<file path="config.mk">
export PLATFORM = sky130hd
export DESIGN_NAME = sram_strobe_ctrl
export DESIGN_NICKNAME = d
export VERILOG_FILES = /design/src/rtl/sram_strobe_pkg.sv /design/src/rtl/sram_cycle_timer.sv /design/src/rtl/sram_access_fsm.sv /design/src/rtl/sram_pin_regs.sv /design/src/rtl/sram_rd_capture.sv /design/src/rtl/sram_strobe_ctrl.sv
export SDC_FILE = /design/constraint.sdc
export NUM_CORES = 1
export LEC_CHECK = 0
export CORE_MARGIN = 4
export CORE_UTILIZATION = 64
export CTS_CLUSTER_SIZE = 12
export DETAILED_ROUTE_END_ITERATION = 7
export DONT_BUFFER_PORTS = 1
export PLACE_DENSITY = 0.89
export SETUP_SLACK_MARGIN = 0.2
export SLEW_MARGIN = 30
export SYNTH_ARGS = -nofsm -noshare
export SYNTH_HDL_FRONTEND = slang
export SYNTH_SLANG_ARGS = --single-unit
</file>
<file path="constraint.sdc">
create_clock -name clk_i -period 1.58 [get_ports clk_i]
set_input_delay 0.316 -clock clk_i [delete_from_list [all_inputs] [get_ports clk_i]]
set_output_delay 0.316 -clock clk_i [all_outputs]
set_load 0.005 [all_outputs]
</file>
<file path="src/rtl/sram_strobe_pkg.sv">
package sram_strobe_pkg;

  typedef enum logic [1:0] {
    ST_IDLE   = 2'd0,
    ST_ACCESS = 2'd1,
    ST_GAP    = 2'd2
  } acc_state_e;

  // Round a time in picoseconds up to whole clock cycles.
  function automatic int unsigned cyc_of(input int unsigned t_ps, input int unsigned clk_ps);
    return (t_ps + clk_ps - 1) / clk_ps;
  endfunction

  function automatic int unsigned max2(input int unsigned a, input int unsigned b);
    return (a > b) ? a : b;
  endfunction

endpackage

</file>
<file path="src/rtl/sram_cycle_timer.sv">
module sram_cycle_timer #(
  parameter int unsigned CNT_W = 3
) (
  input  logic             clk_i,
  input  logic             rst_ni,
  input  logic             clr_i,
  input  logic             en_i,
  output logic [CNT_W-1:0] count_o
);

  logic [CNT_W-1:0] count_q;
  logic [CNT_W-1:0] count_d;

  always_comb begin
    count_d = count_q;
    if (clr_i) begin
      count_d = '0;
    end else if (en_i) begin
      count_d = count_q + 1'b1;
    end
  end

  always_ff @(posedge clk_i or negedge rst_ni) begin
    if (!rst_ni) begin
      count_q <= '0;
    end else begin
      count_q <= count_d;
    end
  end

  assign count_o = count_q;

endmodule

</file>
<file path="src/rtl/sram_access_fsm.sv">
module sram_access_fsm
  import sram_strobe_pkg::*;
#(
  parameter int unsigned CNT_W  = 3,
  parameter int unsigned RD_LEN = 3,
  parameter int unsigned WR_LEN = 3,
  parameter int unsigned WP_CYC = 2
) (
  input  logic             clk_i,
  input  logic             rst_ni,
  input  logic             req_i,
  input  logic             wr_i,
  input  logic [CNT_W-1:0] count_i,
  output logic             accept_o,
  output logic             timer_clr_o,
  output logic             timer_en_o,
  output logic             sample_o,
  output logic             ce_n_o,
  output logic             we_n_o,
  output logic             busy_o
);

  localparam logic [CNT_W-1:0] RD_LAST = CNT_W'(RD_LEN - 1);
  localparam logic [CNT_W-1:0] WR_LAST = CNT_W'(WR_LEN - 1);
  localparam logic [CNT_W-1:0] WE_LAST = CNT_W'(WP_CYC - 1);
  localparam logic [CNT_W-1:0] WE_LEN  = CNT_W'(WP_CYC);

  acc_state_e state_q, state_d;
  logic       op_wr_q, op_wr_d;
  logic       ce_n_q, ce_n_d;
  logic       we_n_q, we_n_d;
  logic       busy_q, busy_d;
  logic       accept;
  logic       in_access;
  logic       last_cyc;

  assign accept    = (state_q == ST_IDLE) && req_i;
  assign in_access = (state_q == ST_ACCESS);
  assign last_cyc  = op_wr_q ? (count_i == WR_LAST) : (count_i == RD_LAST);

  always_comb begin
    state_d = state_q;
    unique case (state_q)
      ST_IDLE:   if (accept)   state_d = ST_ACCESS;
      ST_ACCESS: if (last_cyc) state_d = ST_GAP;
      ST_GAP:                  state_d = ST_IDLE;
      default:                 state_d = ST_IDLE;
    endcase
  end

  always_comb begin
    op_wr_d = op_wr_q;
    ce_n_d  = ce_n_q;
    we_n_d  = we_n_q;
    if (accept) begin
      op_wr_d = wr_i;
      ce_n_d  = 1'b0;
      we_n_d  = ~wr_i;
    end else if (in_access) begin
      if (op_wr_q && (count_i == WE_LAST)) begin
        we_n_d = 1'b1;
      end
      if (last_cyc) begin
        ce_n_d = 1'b1;
      end
    end
    busy_d = (state_d != ST_IDLE);
  end

  always_ff @(posedge clk_i or negedge rst_ni) begin
    if (!rst_ni) begin
      state_q <= ST_IDLE;
      op_wr_q <= 1'b0;
      ce_n_q  <= 1'b1;
      we_n_q  <= 1'b1;
      busy_q  <= 1'b0;
    end else begin
      state_q <= state_d;
      op_wr_q <= op_wr_d;
      ce_n_q  <= ce_n_d;
      we_n_q  <= we_n_d;
      busy_q  <= busy_d;
    end
  end

  assign accept_o    = accept;
  assign timer_clr_o = accept;
  assign timer_en_o  = in_access;
  assign sample_o    = in_access && last_cyc && !op_wr_q;
  assign ce_n_o      = ce_n_q;
  assign we_n_o      = we_n_q;
  assign busy_o      = busy_q;

  // Checker counter: cycles write enable has been low in the current strobe.
  logic [CNT_W-1:0] we_low_cnt_q;
  always_ff @(posedge clk_i or negedge rst_ni) begin
    if (!rst_ni) begin
      we_low_cnt_q <= '0;
    end else if (we_n_q) begin
      we_low_cnt_q <= '0;
    end else begin
      we_low_cnt_q <= we_low_cnt_q + 1'b1;
    end
  end

  AST_WE_WIDTH: assert property (@(posedge clk_i) disable iff (!rst_ni)
    $rose(we_n_q) |-> (we_low_cnt_q == WE_LEN));
  AST_WE_INSIDE_CE: assert property (@(posedge clk_i) disable iff (!rst_ni)
    ce_n_q |-> we_n_q);
  AST_CE_HELD_AT_WE_RISE: assert property (@(posedge clk_i) disable iff (!rst_ni)
    $rose(we_n_q) |-> !ce_n_q);
  AST_CE_GAP: assert property (@(posedge clk_i) disable iff (!rst_ni)
    $rose(ce_n_q) |=> ce_n_q);
  AST_BUSY_COVERS_CE: assert property (@(posedge clk_i) disable iff (!rst_ni)
    !ce_n_q |-> busy_q);

endmodule

</file>
<file path="src/rtl/sram_pin_regs.sv">
module sram_pin_regs #(
  parameter int unsigned ADDR_W = 16
) (
  input  logic              clk_i,
  input  logic              rst_ni,
  input  logic              load_i,
  input  logic [ADDR_W-1:0] addr_i,
  input  logic              din_i,
  output logic [ADDR_W-1:0] addr_o,
  output logic              din_o
);

  logic [ADDR_W-1:0] addr_q, addr_d;
  logic              din_q, din_d;

  always_comb begin
    addr_d = addr_q;
    din_d  = din_q;
    if (load_i) begin
      addr_d = addr_i;
      din_d  = din_i;
    end
  end

  always_ff @(posedge clk_i or negedge rst_ni) begin
    if (!rst_ni) begin
      addr_q <= '0;
      din_q  <= 1'b0;
    end else begin
      addr_q <= addr_d;
      din_q  <= din_d;
    end
  end

  assign addr_o = addr_q;
  assign din_o  = din_q;

endmodule

</file>
<file path="src/rtl/sram_rd_capture.sv">
module sram_rd_capture (
  input  logic clk_i,
  input  logic rst_ni,
  input  logic sample_i,
  input  logic dout_i,
  output logic rdata_o,
  output logic rvalid_o
);

  logic rdata_q, rdata_d;
  logic rvalid_q, rvalid_d;

  always_comb begin
    rdata_d  = rdata_q;
    rvalid_d = sample_i;
    if (sample_i) begin
      rdata_d = dout_i;
    end
  end

  always_ff @(posedge clk_i or negedge rst_ni) begin
    if (!rst_ni) begin
      rdata_q  <= 1'b0;
      rvalid_q <= 1'b0;
    end else begin
      rdata_q  <= rdata_d;
      rvalid_q <= rvalid_d;
    end
  end

  assign rdata_o  = rdata_q;
  assign rvalid_o = rvalid_q;

  AST_RVALID_SINGLE: assert property (@(posedge clk_i) disable iff (!rst_ni)
    rvalid_q |=> !rvalid_q);

endmodule

</file>
<file path="src/rtl/sram_strobe_ctrl.sv">
module sram_strobe_ctrl
  import sram_strobe_pkg::*;
#(
  parameter int unsigned ADDR_W   = 16,
  parameter int unsigned CLK_PS   = 4000,
  parameter int unsigned T_AA_PS  = 10000,
  parameter int unsigned T_RC_PS  = 10000,
  parameter int unsigned T_WP_PS  = 8000,
  parameter int unsigned T_WC_PS  = 10000
) (
  input  logic              clk_i,
  input  logic              rst_ni,
  input  logic              req_i,
  input  logic              wr_i,
  input  logic [ADDR_W-1:0] addr_i,
  input  logic              wdata_i,
  output logic              busy_o,
  output logic              rvalid_o,
  output logic              rdata_o,
  output logic [ADDR_W-1:0] sram_addr_o,
  output logic              sram_ce_n_o,
  output logic              sram_we_n_o,
  output logic              sram_din_o,
  input  logic              sram_dout_i
);

  localparam int unsigned AA_CYC = cyc_of(T_AA_PS, CLK_PS);
  localparam int unsigned RC_CYC = cyc_of(T_RC_PS, CLK_PS);
  localparam int unsigned WP_CYC = cyc_of(T_WP_PS, CLK_PS);
  localparam int unsigned WC_CYC = cyc_of(T_WC_PS, CLK_PS);
  localparam int unsigned RD_LEN = max2(AA_CYC, RC_CYC);
  localparam int unsigned WR_LEN = max2(WP_CYC + 1, WC_CYC);
  localparam int unsigned CNT_W  = $clog2(max2(RD_LEN, WR_LEN) + 1);

  // Reset: asserted asynchronously, released on the clock.
  logic [1:0] rst_sync_q;
  logic       rst_n;

  always_ff @(posedge clk_i or negedge rst_ni) begin
    if (!rst_ni) begin
      rst_sync_q <= 2'b00;
    end else begin
      rst_sync_q <= {rst_sync_q[0], 1'b1};
    end
  end
  assign rst_n = rst_sync_q[1];

  logic             accept;
  logic             timer_clr;
  logic             timer_en;
  logic             sample;
  logic [CNT_W-1:0] count;

  sram_cycle_timer #(
    .CNT_W (CNT_W)
  ) u_timer (
    .clk_i   (clk_i),
    .rst_ni  (rst_n),
    .clr_i   (timer_clr),
    .en_i    (timer_en),
    .count_o (count)
  );

  sram_access_fsm #(
    .CNT_W  (CNT_W),
    .RD_LEN (RD_LEN),
    .WR_LEN (WR_LEN),
    .WP_CYC (WP_CYC)
  ) u_fsm (
    .clk_i       (clk_i),
    .rst_ni      (rst_n),
    .req_i       (req_i),
    .wr_i        (wr_i),
    .count_i     (count),
    .accept_o    (accept),
    .timer_clr_o (timer_clr),
    .timer_en_o  (timer_en),
    .sample_o    (sample),
    .ce_n_o      (sram_ce_n_o),
    .we_n_o      (sram_we_n_o),
    .busy_o      (busy_o)
  );

  sram_pin_regs #(
    .ADDR_W (ADDR_W)
  ) u_pins (
    .clk_i  (clk_i),
    .rst_ni (rst_n),
    .load_i (accept),
    .addr_i (addr_i),
    .din_i  (wdata_i),
    .addr_o (sram_addr_o),
    .din_o  (sram_din_o)
  );

  sram_rd_capture u_capture (
    .clk_i    (clk_i),
    .rst_ni   (rst_n),
    .sample_i (sample),
    .dout_i   (sram_dout_i),
    .rdata_o  (rdata_o),
    .rvalid_o (rvalid_o)
  );

  AST_ADDR_STABLE: assert property (@(posedge clk_i) disable iff (!rst_n)
    (!sram_ce_n_o && !$past(sram_ce_n_o)) |-> $stable(sram_addr_o));
  AST_DIN_STABLE: assert property (@(posedge clk_i) disable iff (!rst_n)
    (!sram_we_n_o && !$past(sram_we_n_o)) |-> $stable(sram_din_o));
  AST_READ_AFTER_ACCESS: assert property (@(posedge clk_i) disable iff (!rst_n)
    $rose(rvalid_o) |-> ($past(!sram_ce_n_o) && $past(sram_we_n_o)));

endmodule

</file>
======== After elaboration in Yosys (flattened, before gate mapping) ========
Index checks and enable logic that the tools add are counted.
word-level totals
  output and inout bits ................... 22
  flip-flop bits (word level) ............. 29
operators by class
  reductions and logical operators ........ 12
  bitwise logic cells ..................... 1
  eq/ne operators ......................... 3
  mux-type cells .......................... 11
  $add $sub $neg .......................... 1
operator list
  operator                                        count
  2-to-1 mux 2 bit                                4
  nonzero test 2 bit                              4
  2-to-1 mux 1 bit                                6
  == test 2 x 1 -> 1 bit (second input constant)  2
  logical AND 1 bit                               4
  one-hot mux 2 bit (2 select lines)              1
  AND reduction 2 bit                             2
  adder 2 x 1 -> 2 bit (second input constant)    1
  == test 2 bit (second input constant)           1
  zero test 2 bit                                 1
  zero test 1 bit                                 1
  NOT 1 bit                                       1

======== Longest topological paths before layout ========
Gate-level depths: netlist (run 1).
  depth in word-level cells ............... 5
  gate-level depth with buffers ........... 4
  gate-level depth less buffers ........... 4

======== By module ========
From an unflattened synthesis (run 1), not the netlist that was laid out.
second synthesis, totals
  cell total of the unflattened synthesis .. 72
  area total of the unflattened synthesis .. 1158.6 um^2
modules (own cells, without submodules)
  module            cells each  instances  area each (um^2)  sequential area each (um^2)
  sram_pin_regs     36          1          685.7             425.4
  sram_access_fsm   23          1          265.3             152.6
  sram_cycle_timer  7           1          88.8              50.0
  sram_rd_capture   3           1          65.1              50.0
  sram_strobe_ctrl  3           1          53.8              50.0

======== Worst setup path before layout (run 1) ========
Ideal clock, no wire load.
  kind .................................... reg-to-reg
  start ................................... reg u_fsm.state_q[1]
  end ..................................... reg u_pins.addr_q[0] (netlist: u_pins.addr_o[0])
  data arrival time ....................... 1298 ps
  path buffers ............................ 1
  period minus slack after synthesis ...... 1423 ps
  stages on the path, launching flop included .. 4
  data required time ...................... 1455 ps
  slack ................................... 157 ps
  cells stage by stage .................... dfrtp_1 -> nor3b_4 -> buf_6 -> mux2_2
between the ends
  cells in the longest elaborated chain, start to end .. 2
ends and longest elaborated chain
  what                      RTL line               source
  start: declaration        sram_access_fsm.sv:28  acc_state_e state_q, state_d;
  start signal: assignment  sram_access_fsm.sv:78  state_q <= state_d;
  zero test 2 bit           sram_access_fsm.sv:37  assign accept = (state_q == ST_IDLE) && req_i;
  logical AND 1 bit         sram_access_fsm.sv:37
  end signal: assignment    sram_pin_regs.sv:30    addr_q <= addr_d;
  end: declaration          sram_pin_regs.sv:13    logic [ADDR_W-1:0] addr_q, addr_d;
No other way between the ends.
A chain may end at the register's enable or synchronous reset.

======== Worst setup path after layout (run 1) ========
  start ................................... reg u_fsm.state_q[1]
  end ..................................... reg u_pins.addr_q[6] (netlist: u_pins.addr_o[6])
The elaborated chain is that of the path after synthesis.

==> flow_metrics.py, run 1 <==
metrics = {
    "synth": {
        "synth-seq-area-share_pct": 65.39,
        "yosysWarnings": 0,
        "ys_top_cells_by_count": "dfrtp_1, mux2_2, inv_1",
        "yosysMostFrequentCell": "dfrtp_1",
        "avgSynthCellArea_um2": 16.38,
        "yosys_register_bits": 29,
        "synth_fa_ha_area_share_pct": 2.247,
        "yosys.area.top_type_share_pct": 60.67,
        "synth_xor_area_share_pct": 0,
        "synthMuxAreaShare_pct": 19.10,
        "syn-num-nets": 92,
        "synth_top_family_by_area": "multiplexers",
        "async_flop_share_pct": 100.0,
        "synth_compound_area_share_pct": 4.045,
        "yosys.cell_types.count": 19,
        "post-synth-top-area-cell": "dfrtp_1",
        "yosys.area_share.simple_pct": 6.854,
        "synth_cells": 68,
        "synth.area.top_cells": "dfrtp_1, mux2_2, dfstp_2",
        "synthFlopType": "dfrtp_1",
        "synth-edff-count": 0,
        "synth_area_mm2": 0.001114,
    },
    "detailed_routing": {
        "vias": 614,
        "antenna_left": 0,
        "avgRoutedWirePerCell_um": 19.48,
        "drc": 0,
        "wl_um": 1890,
        "dr.pass1.iters": 4,
        "vias_per_cell": 6.330,
        "drt_iter0_markers": 8,
    },
    "global_route": {
        "busiest_layer": "met2",
        "track_usage_pct": 17.11,
        "grt_first_pass_wirelength_um": 2994,
        "grt_use_met1_pct": 17.67,
        "gr-usage-met2_pct": 26.87,
        "met3_usage_pct": 11.75,
        "antenna_found_initial": 0,
        "grt_overflow": 0,
        "grt_max_degree": 19,
        "grt_pass1_vias": 679,
    },
    "die": {
        "die_w_um": 49.71,
        "die_h_um": 49.71,
        "io_pins": 44,
        "die-area_mm2": 0.002471,
        "core_area_mm2": 0.001577,
        "initial_core_util_pct": 70.63,
        "num_rows": 14,
    },
    "setup_path": {
        "r2r-start": "u_fsm.state_q[1]",
        "cp.arrival_ns": 1.55,
        "setup.worst_path.class": "register to register",
        "cp-end-kind": "register",
        "cp_max_fo": 9,
        "start_kind": "register",
        "worstPathRequired_ns": 1.79,
        "r2r-end": "u_pins.addr_o[6]",
        "rrSetupSlack_ns": 0.23,
        "r2r_cells": 3,
    },
    "min_path": {
        "hp-start": "addr_i[1]",
        "hold_class": "input port to register",
        "worstHoldPathCells": 1,
        "min_to": "u_pins.addr_o[1]",
    },
    "sta": {
        "rsz0062_at_grt": "true",
        "tns_ns": 0,
        "final_max_slew_viol_count": 0,
        "setup_viol": 0,
        "post-route-period-util_pct": 85.20,
        "skew_ns": 0.004381,
        "hold_violations": 0,
        "finalCriticalPeriod_ns": 1.346,
        "fmax_ghz": 0.7428,
    },
    "pwr": {
        "p_leak_nw": 0.5698,
        "ir_drop_v": 0.001101,
        "power_mw": 2.539,
        "power_density_mw_per_mm2": 2023,
    },
    "final_layout": {
        "layout.nets": 105,
        "final_layout_size_suffix_gt1_share_pct": 48.15,
        "antenna_cells": 0,
        "area_growth_pct": 12.70,
    },
    "clock_tree": {
        "tritoncts": "built",
        "cts_root_buffer": "clkbuf_4",
        "cts.sinks": 29,
        "clock_latency_ns": 0.32,
        "h-tree-depth": 2,
        "clock_path_buffers": 2,
        "cts_made_buffers": 5,
        "cts.clk_slew.worst_paths_ns": 0.08,
    },
    "placed_design": {
        "hpwlAfterDp_um": 1393,
        "gp_congestion": 0.6919,
        "numPortBuffers": 0,
    },
    "job": {
        "cap_violations": 0,
    },
    "outcome": {
        "status": "finished, final reports clean",
    },
}
## report_power, final
| part | internal, mW | switching [mW] | leakage (nW) |
|---|---|---|---|
| registers | 1.11 | 0.278 | 0.340 |
| clock network | 0.209 | 0.228 | 0.0314 |
| logic | 0.449 | 0.264 | 0.198 |
## cells by family after synthesis
group,Yosys count
simple gates,7
buf+inv,4
mux,19
flops,29
fa+ha+maj,2
compound gates,6
other cells,1
## routing by layer
layer / routed length (um) / share of wire [%]
met5: 0 / 0
met4: 36 / 1.9
met3: 224 / 12
met2: 895 / 47
met1: 732 / 39
## flip-flops by register name, indices dropped and copies added (netlist names)
signal and count:
u_pins.addr_o 16, rst_sync_q 2, u_fsm.state_q 2, u_timer.count_o 2
u_capture.rdata_o 1, u_capture.rvalid_o 1, u_fsm.busy_o 1, u_fsm.ce_n_o 1
u_fsm.op_wr_q 1, u_fsm.we_n_o 1, u_pins.din_o 1
## critical path: stages (launching register included)
cell and delay, ns:
dfrtp_2 0.46, nor3b_4 0.25, buf_6 0.18, mux2_2 0.34
## area by class of cell
class,count,area (um^2)
fillers,90,321.6
repair buffers,7,75.07
multi-input cells,35,362.8
flip-flops and latches,29,730.7
clock buffers,7,55.05
well taps,16,20.02
inverters,3,11.26
## cells in the final DEF (no fill, tap or decap)
master / count
a21boi_1: 1
nor3b_4: 1
buf_4: 3
a31oi_1: 1
conb_1: 1
dfrtp_1: 25
o22ai_1: 1
clkbuf_1: 1
clkbuf_4: 5
nand4b_1: 1
dlygate4sd3_1: 1
a21o_1: 2
mux2_2: 18
and3b_1: 1
o21ba_2: 1
and4bb_2: 2
dfrtp_2: 2
mux2i_1: 1
clkbuf_8: 1
inv_1: 3
dfstp_2: 2
buf_6: 2
ha_1: 2
or3b_2: 1
nand2b_1: 1
buf_12: 1
## per-stage QoR
step	util [%]	setup slack [ns]	hold slack, ns	instance area (um^2)	std cells
after floorplan	-	0.1568	0.02041	1114	68
after global placement	73.41	0.2531	0.02047	1157	86
after detailed placement	73.41	0.2284	0.02047	1157	86
after CTS	77.54	0.2042	0.1314	1222	94
after global routing	79.60	0.1820	0.1174	1255	97
final	79.60	0.2338	0.1393	1255	97
## how the worst max path moves through the flow
stage                                start               end  slack [ns]
final                     u_fsm.state_q[1]  u_pins.addr_o[6]        0.23
after global routing      u_fsm.state_q[0]  u_pins.addr_o[4]        0.18
after CTS                 u_fsm.state_q[1]  u_pins.addr_o[6]        0.20
after detailed placement  u_fsm.state_q[1]  u_pins.addr_o[6]        0.23
after global placement    u_fsm.state_q[1]  u_pins.addr_o[5]        0.25
after floorplan           u_fsm.state_q[1]  u_pins.addr_o[0]        0.16
## what timing repair did
item                                    in CTS  in global routing
buffers inserted                             0                  3
hold endpoints to repair                     2                  0
resized for setup                            1                  4
endpoints found under the setup margin       1                 18
cloned                                       0                  0
hold buffers                                 1                  0
Power figures use the tool's default switching activity.
==> inputs of run 2 (changes only) <==
--- a/config.mk
+++ b/config.mk
@@ -10,7 +10,7 @@
 export CTS_CLUSTER_SIZE = 12
 export DETAILED_ROUTE_END_ITERATION = 7
 export DONT_BUFFER_PORTS = 1
-export PLACE_DENSITY = 0.89
+export PLACE_DENSITY = 0.82
 export SETUP_SLACK_MARGIN = 0.2
 export SLEW_MARGIN = 30
 export SYNTH_ARGS = -nofsm -noshare
==> run 2 against run 1 <==
Sequential power barely moved. Die area did not move. Sequential share of layout area fell by 0.23 points. Hold slack improved by 0.0059 ns. Routed wire length rose by 5.2%.
==> flow_metrics.py, run 2 (synthesis gave the netlist of run 1 again) <==
metrics = {
    "final_layout": {
        "area_growth_pct": 13.15,
        "largest_reg_flops": 16,
        "final_layout_size_suffix_gt1_share_pct": 49.40,
        "fillers": 84,
        "layout.nets": 106,
        "stdcell_area_mm2": 0.001260,
        "final_util_pct": 79.92,
        "fin_cells": 99,
        "final_common_cell": "dfrtp_1",
        "final_cell_mix": "dfrtp_1, mux2_2, clkbuf_4, buf_4, inv_1",
        "antenna_cells": 0,
    },
    "clock_tree": {
        "cts.sinks": 29,
        "tritoncts": "built",
        "cts_made_buffers": 5,
        "cts_root_buffer": "clkbuf_4",
        "cts.clk_slew.worst_paths_ns": 0.09,
        "h-tree-depth": 2,
        "clock_path_buffers": 2,
        "clock_latency_ns": 0.31,
    },
    "global_route": {
        "track_usage_pct": 17.39,
        "grt_first_pass_wirelength_um": 3042,
        "grt_max_degree": 14,
        "grt_pass1_vias": 678,
        "antenna_found_initial": 0,
        "grt_overflow": 0,
    },
    "pwr": {
        "p_comb_share_pct": 28.4,
        "ir_drop_v": 0.001389,
        "p_sw_share_pct": 30.44,
        "p_leak_nw": 0.5728,
        "clkPwrFrac_pct": 17.3,
        "power.internal_mw": 1.792,
        "power_density_mw_per_mm2": 2044,
        "seqPwrFrac_pct": 54.3,
        "p_sw_uw": 784.0,
    },
    "setup_path": {
        "cp-end-kind": "register",
        "worst_path_max_delay_cell": "dfrtp_1",
        "cp_max_fo": 3,
        "path_cells": "inv_1, ha_2, and4bb_2, mux2_4",
        "cp.arrival_ns": 1.59,
        "worstPathRequired_ns": 1.78,
        "setup.worst_path.class": "register to register",
        "start_kind": "register",
        "cpLargestDelayFamily": "flip-flops",
        "critical_path_buf_inv_count": 1,
        "cpPeakStageDelay_ns": 0.42,
    },
    "sta": {
        "final_max_slew_viol_count": 0,
        "post-route-period-util_pct": 88.33,
        "skew_ns": 0.01195,
        "fmax_ghz": 0.7165,
        "rsz0062_at_grt": "true",
        "tns_ns": 0,
        "hold_violations": 0,
        "setup_ws_ns": 0.1844,
        "setup_viol": 0,
        "finalCriticalPeriod_ns": 1.396,
    },
    "detailed_routing": {
        "wl_um": 1988,
        "vias_per_cell": 6.081,
        "drc": 0,
        "vias": 602,
        "drt_iter0_markers": 3,
        "avgRoutedWirePerCell_um": 20.08,
        "antenna_left": 0,
        "dr.pass1.iters": 4,
    },
    "die": {
        "io_pins": 44,
        "initial_core_util_pct": 70.63,
        "die_w_um": 49.71,
        "num_rows": 14,
        "die_h_um": 49.71,
        "die-area_mm2": 0.002471,
        "core_area_mm2": 0.001577,
    },
    "min_path": {
        "hold_class": "input port to register",
    },
    "placed_design": {
        "placed_cells": 87,
        "dpl_worst_slack_ns": 0.2310,
        "numPortBuffers": 0,
        "hpwlAfterDp_um": 1412,
        "dpl_cell_area_mm2": 0.001152,
        "gp_congestion": 0.7633,
    },
    "job": {
        "cap_violations": 0,
    },
    "outcome": {
        "status": "finished, final reports clean",
    },
}
==> run 2: cell count changes in the layout (fill, tap and decap cells not counted), sizes merged <==
cell,before,now
buf,6,7
clkbuf,7,8
==> run 2: path summary, 6_finish.rpt <==
path                                         start                end  cells past startpoint  slack [ns]
worst max-delay path            u_timer.count_o[0]  u_capture.rdata_o                      4        0.18
worst min-delay path                    addr_i[12]  u_pins.addr_o[12]                      1        0.15
worst max register to register  u_timer.count_o[0]  u_capture.rdata_o                      4        0.18
worst min register to register       rst_sync_q[1]   u_fsm.state_q[1]                      0        0.20
max in group asynchronous            rst_sync_q[1]  u_pins.addr_o[10]                      1        0.87
min in group asynchronous            rst_sync_q[1]   u_fsm.state_q[1]                      0        0.20
==> run 2: through the flow <==
step	total power, mW	hold WS (ns)
6_report	2.576	0.1452
5_1_grt	2.753	0.1190
4_1_cts	2.504	0.1335
3_5_place_dp	2.044	0.02052
3_3_place_gp	1.993	0.02050
2_1_floorplan	1.864	0.02041
==> run 2: power groups by stage <==
stage | combinational, mW | sequential, mW | clock (mW)
floorplan | 0.529 | 1.34 | 0
global placement | 0.595 | 1.40 | 0
detailed placement | 0.633 | 1.41 | 0
CTS | 0.646 | 1.40 | 0.458
global route | 0.809 | 1.44 | 0.503
finish | 0.733 | 1.40 | 0.445
==> run 2: worst register-to-register path: stages (launching register included) <==
cell      delay [ns]
dfrtp_1         0.42
inv_1           0.09
ha_2            0.19
and4bb_2        0.28
mux2_4          0.31
==> run 2: layout make-up <==
class / instances / area [um^2] / area share, %
inverter: 3 / 11.26 / 0.8937
tap: 16 / 20.02 / 1.589
timing repair buffer: 8 / 70.07 / 5.561
sequential: 29 / 730.7 / 57.99
clock buffer: 8 / 58.81 / 4.667
multi-input combinational: 35 / 369.1 / 29.29
==> run 2: metal layers <==
metal | GRT usage [%] | routed length, um | up-vias
li1 | - | - | 267
met1 | 17.14 | 691 | 293
met2 | 28.63 | 1051 | 33
met3 | 7.229 | 175 | 9
met4 | 13.36 | 69 | 0
met5 | 0 | 0 | -
==> run 2: repair_timing <==
item,4_1_cts,5_1_grt
endpoints found under the hold margin,2,0
hold buffers,1,0
gates resized for setup,0,6
setup buffers,0,3
endpoints found under the setup margin,0,18
==> inputs of run 3 (changes only) <==
--- a/config.mk
+++ b/config.mk
@@ -7,6 +7,7 @@
 export LEC_CHECK = 0
 export CORE_MARGIN = 4
 export CORE_UTILIZATION = 64
+export CTS_BUF_LIST = sky130_fd_sc_hd__clkbuf_8 sky130_fd_sc_hd__clkbuf_16
 export CTS_CLUSTER_SIZE = 12
 export DETAILED_ROUTE_END_ITERATION = 7
 export DONT_BUFFER_PORTS = 1
==> run 3 against run 2 <==
Critical path depth unchanged. Sequential power about the same. Clock power grew 29%. Utilization rose by 0.56 points.
==> flow_metrics.py, run 3 (synthesis gave the netlist of run 1 again) <==
metrics = {
    "outcome": {
        "status": "finished, final reports clean",
    },
    "setup_path": {
        "start_kind": "register",
        "worstPathRequired_ns": 1.73,
        "rrSetupSlack_ns": 0.24,
        "critPathLaunch": "u_timer.count_o[0]",
        "setup.worst_path.class": "register to register",
        "cp.arrival_ns": 1.49,
        "cp_max_fo": 3,
        "r2r-start": "u_timer.count_o[0]",
        "cp-end-kind": "register",
    },
    "sta": {
        "fin_hold_ws_ns": 0.1991,
        "finalCriticalPeriod_ns": 1.339,
        "post-route-period-util_pct": 84.77,
        "rsz0062_at_grt": "true",
        "setup_ws_ns": 0.2407,
        "fmax_ghz": 0.7467,
        "final_max_slew_viol_count": 0,
        "setup_viol": 0,
        "skew_ns": 0.006269,
        "tns_ns": 0,
        "hold_violations": 0,
    },
    "min_path": {
        "hold_class": "register to async pin",
    },
    "clock_tree": {
        "cts_root_buffer": "clkbuf_8",
        "cts.sinks": 29,
        "clock_latency_ns": 0.26,
        "h-tree-depth": 2,
        "clock_path_buffers": 2,
        "cts.clk_slew.worst_paths_ns": 0.06,
        "tritoncts": "built",
        "cts_made_buffers": 5,
    },
    "die": {
        "die-area_mm2": 0.002471,
        "die_h_um": 49.71,
        "core_area_mm2": 0.001577,
        "initial_core_util_pct": 70.63,
        "io_pins": 44,
        "num_rows": 14,
        "die_w_um": 49.71,
    },
    "final_layout": {
        "area_growth_pct": 13.93,
        "final_layout_size_suffix_gt1_share_pct": 48.15,
        "layout.nets": 104,
        "largest_reg_flops": 16,
        "final_common_cell": "dfrtp_1",
        "final_cell_mix": "dfrtp_1, mux2_2, clkbuf_8",
        "antenna_cells": 0,
    },
    "detailed_routing": {
        "avgRoutedWirePerCell_um": 19.16,
        "vias_per_cell": 5.979,
        "antenna_left": 0,
        "drt_iter0_markers": 3,
        "wl_um": 1859,
        "dr.pass1.iters": 4,
        "vias": 580,
        "drc": 0,
    },
    "global_route": {
        "grt_max_degree": 14,
        "grt_overflow": 0,
        "grt_first_pass_wirelength_um": 2980,
        "grt_pass1_vias": 675,
        "track_usage_pct": 16.74,
        "antenna_found_initial": 0,
    },
    "pwr": {
        "power_mw": 2.631,
        "power_density_mw_per_mm2": 2074,
        "ir_drop_v": 0.001506,
        "p_leak_nw": 0.5821,
    },
    "job": {
        "cap_violations": 0,
    },
    "placed_design": {
        "hpwlAfterDp_um": 1412,
        "gp_congestion": 0.7633,
        "numPortBuffers": 0,
        "dpl_worst_slack_ns": 0.2310,
    },
}
[run 3: cell types whose count changed in the layout (fill, tap and decap cells not counted), sizes merged]
cell,previous run,this run
buf,7,5
clkbuf,8,6
inv,3,5
[run 3: timing repair]
| action | 4_1_cts | 5_1_grt |
|---|---|---|
| gates resized for setup | 0 | 4 |
| hold buffers | 1 | 0 |
| setup endpoints to repair | 0 | 18 |
| setup buffers | 0 | 1 |
| endpoints found under the hold margin | 2 | 0 |
[run 3: critical path: stages, from the launching register on]
cell and delay, ns:
dfrtp_1 0.41, inv_1 0.08, ha_2 0.17, and4bb_2 0.26, mux2_4 0.30
[run 3: stage by stage]
stage                     utilization [%]  area, um^2  instances
after floorplan                         -        1114         68
after global placement              73.10        1152         87
after detailed placement            73.10        1152         87
after CTS                           79.44        1252         96
after global routing                80.48        1269         97
final                               80.48        1269         97
[run 3: report_power, final]
| group | internal [mW] | switching (mW) | total, mW |
|---|---|---|---|
| clock network | 0.341 | 0.233 | 0.574 |
| logic | 0.419 | 0.239 | 0.658 |
| registers | 1.11 | 0.287 | 1.40 |
| total | 1.87 | 0.759 | 2.63 |
[run 3: layout make-up]
cell class | count | area, um^2
multi-input combinational | 35 | 369.1
tap | 16 | 20.02
fill | 79 | 307.8
clock inverter | 2 | 7.507
sequential | 29 | 730.7
inverter | 3 | 11.26
timing repair buffer | 6 | 47.55
clock buffer | 6 | 82.58
[run 3: metal layers]
metal / vias up / GRT usage, % / wire length [um]
met5: - / 0 / 0
met4: 0 / 8.295 / 16
met3: 2 / 8.434 / 198
met2: 38 / 28.41 / 976
met1: 280 / 16.73 / 668
li1: 260 / - / -
[run 3: worst paths after layout]
path	cells after the start	endpoint
max in group asynchronous	1	u_pins.addr_o[9]
worst min-delay path	0	u_fsm.busy_o
worst min register to register	0	u_fsm.busy_o
worst max-delay path	4	u_capture.rdata_o
worst max register to register	4	u_capture.rdata_o
min in group clk_i	1	u_pins.addr_o[6]
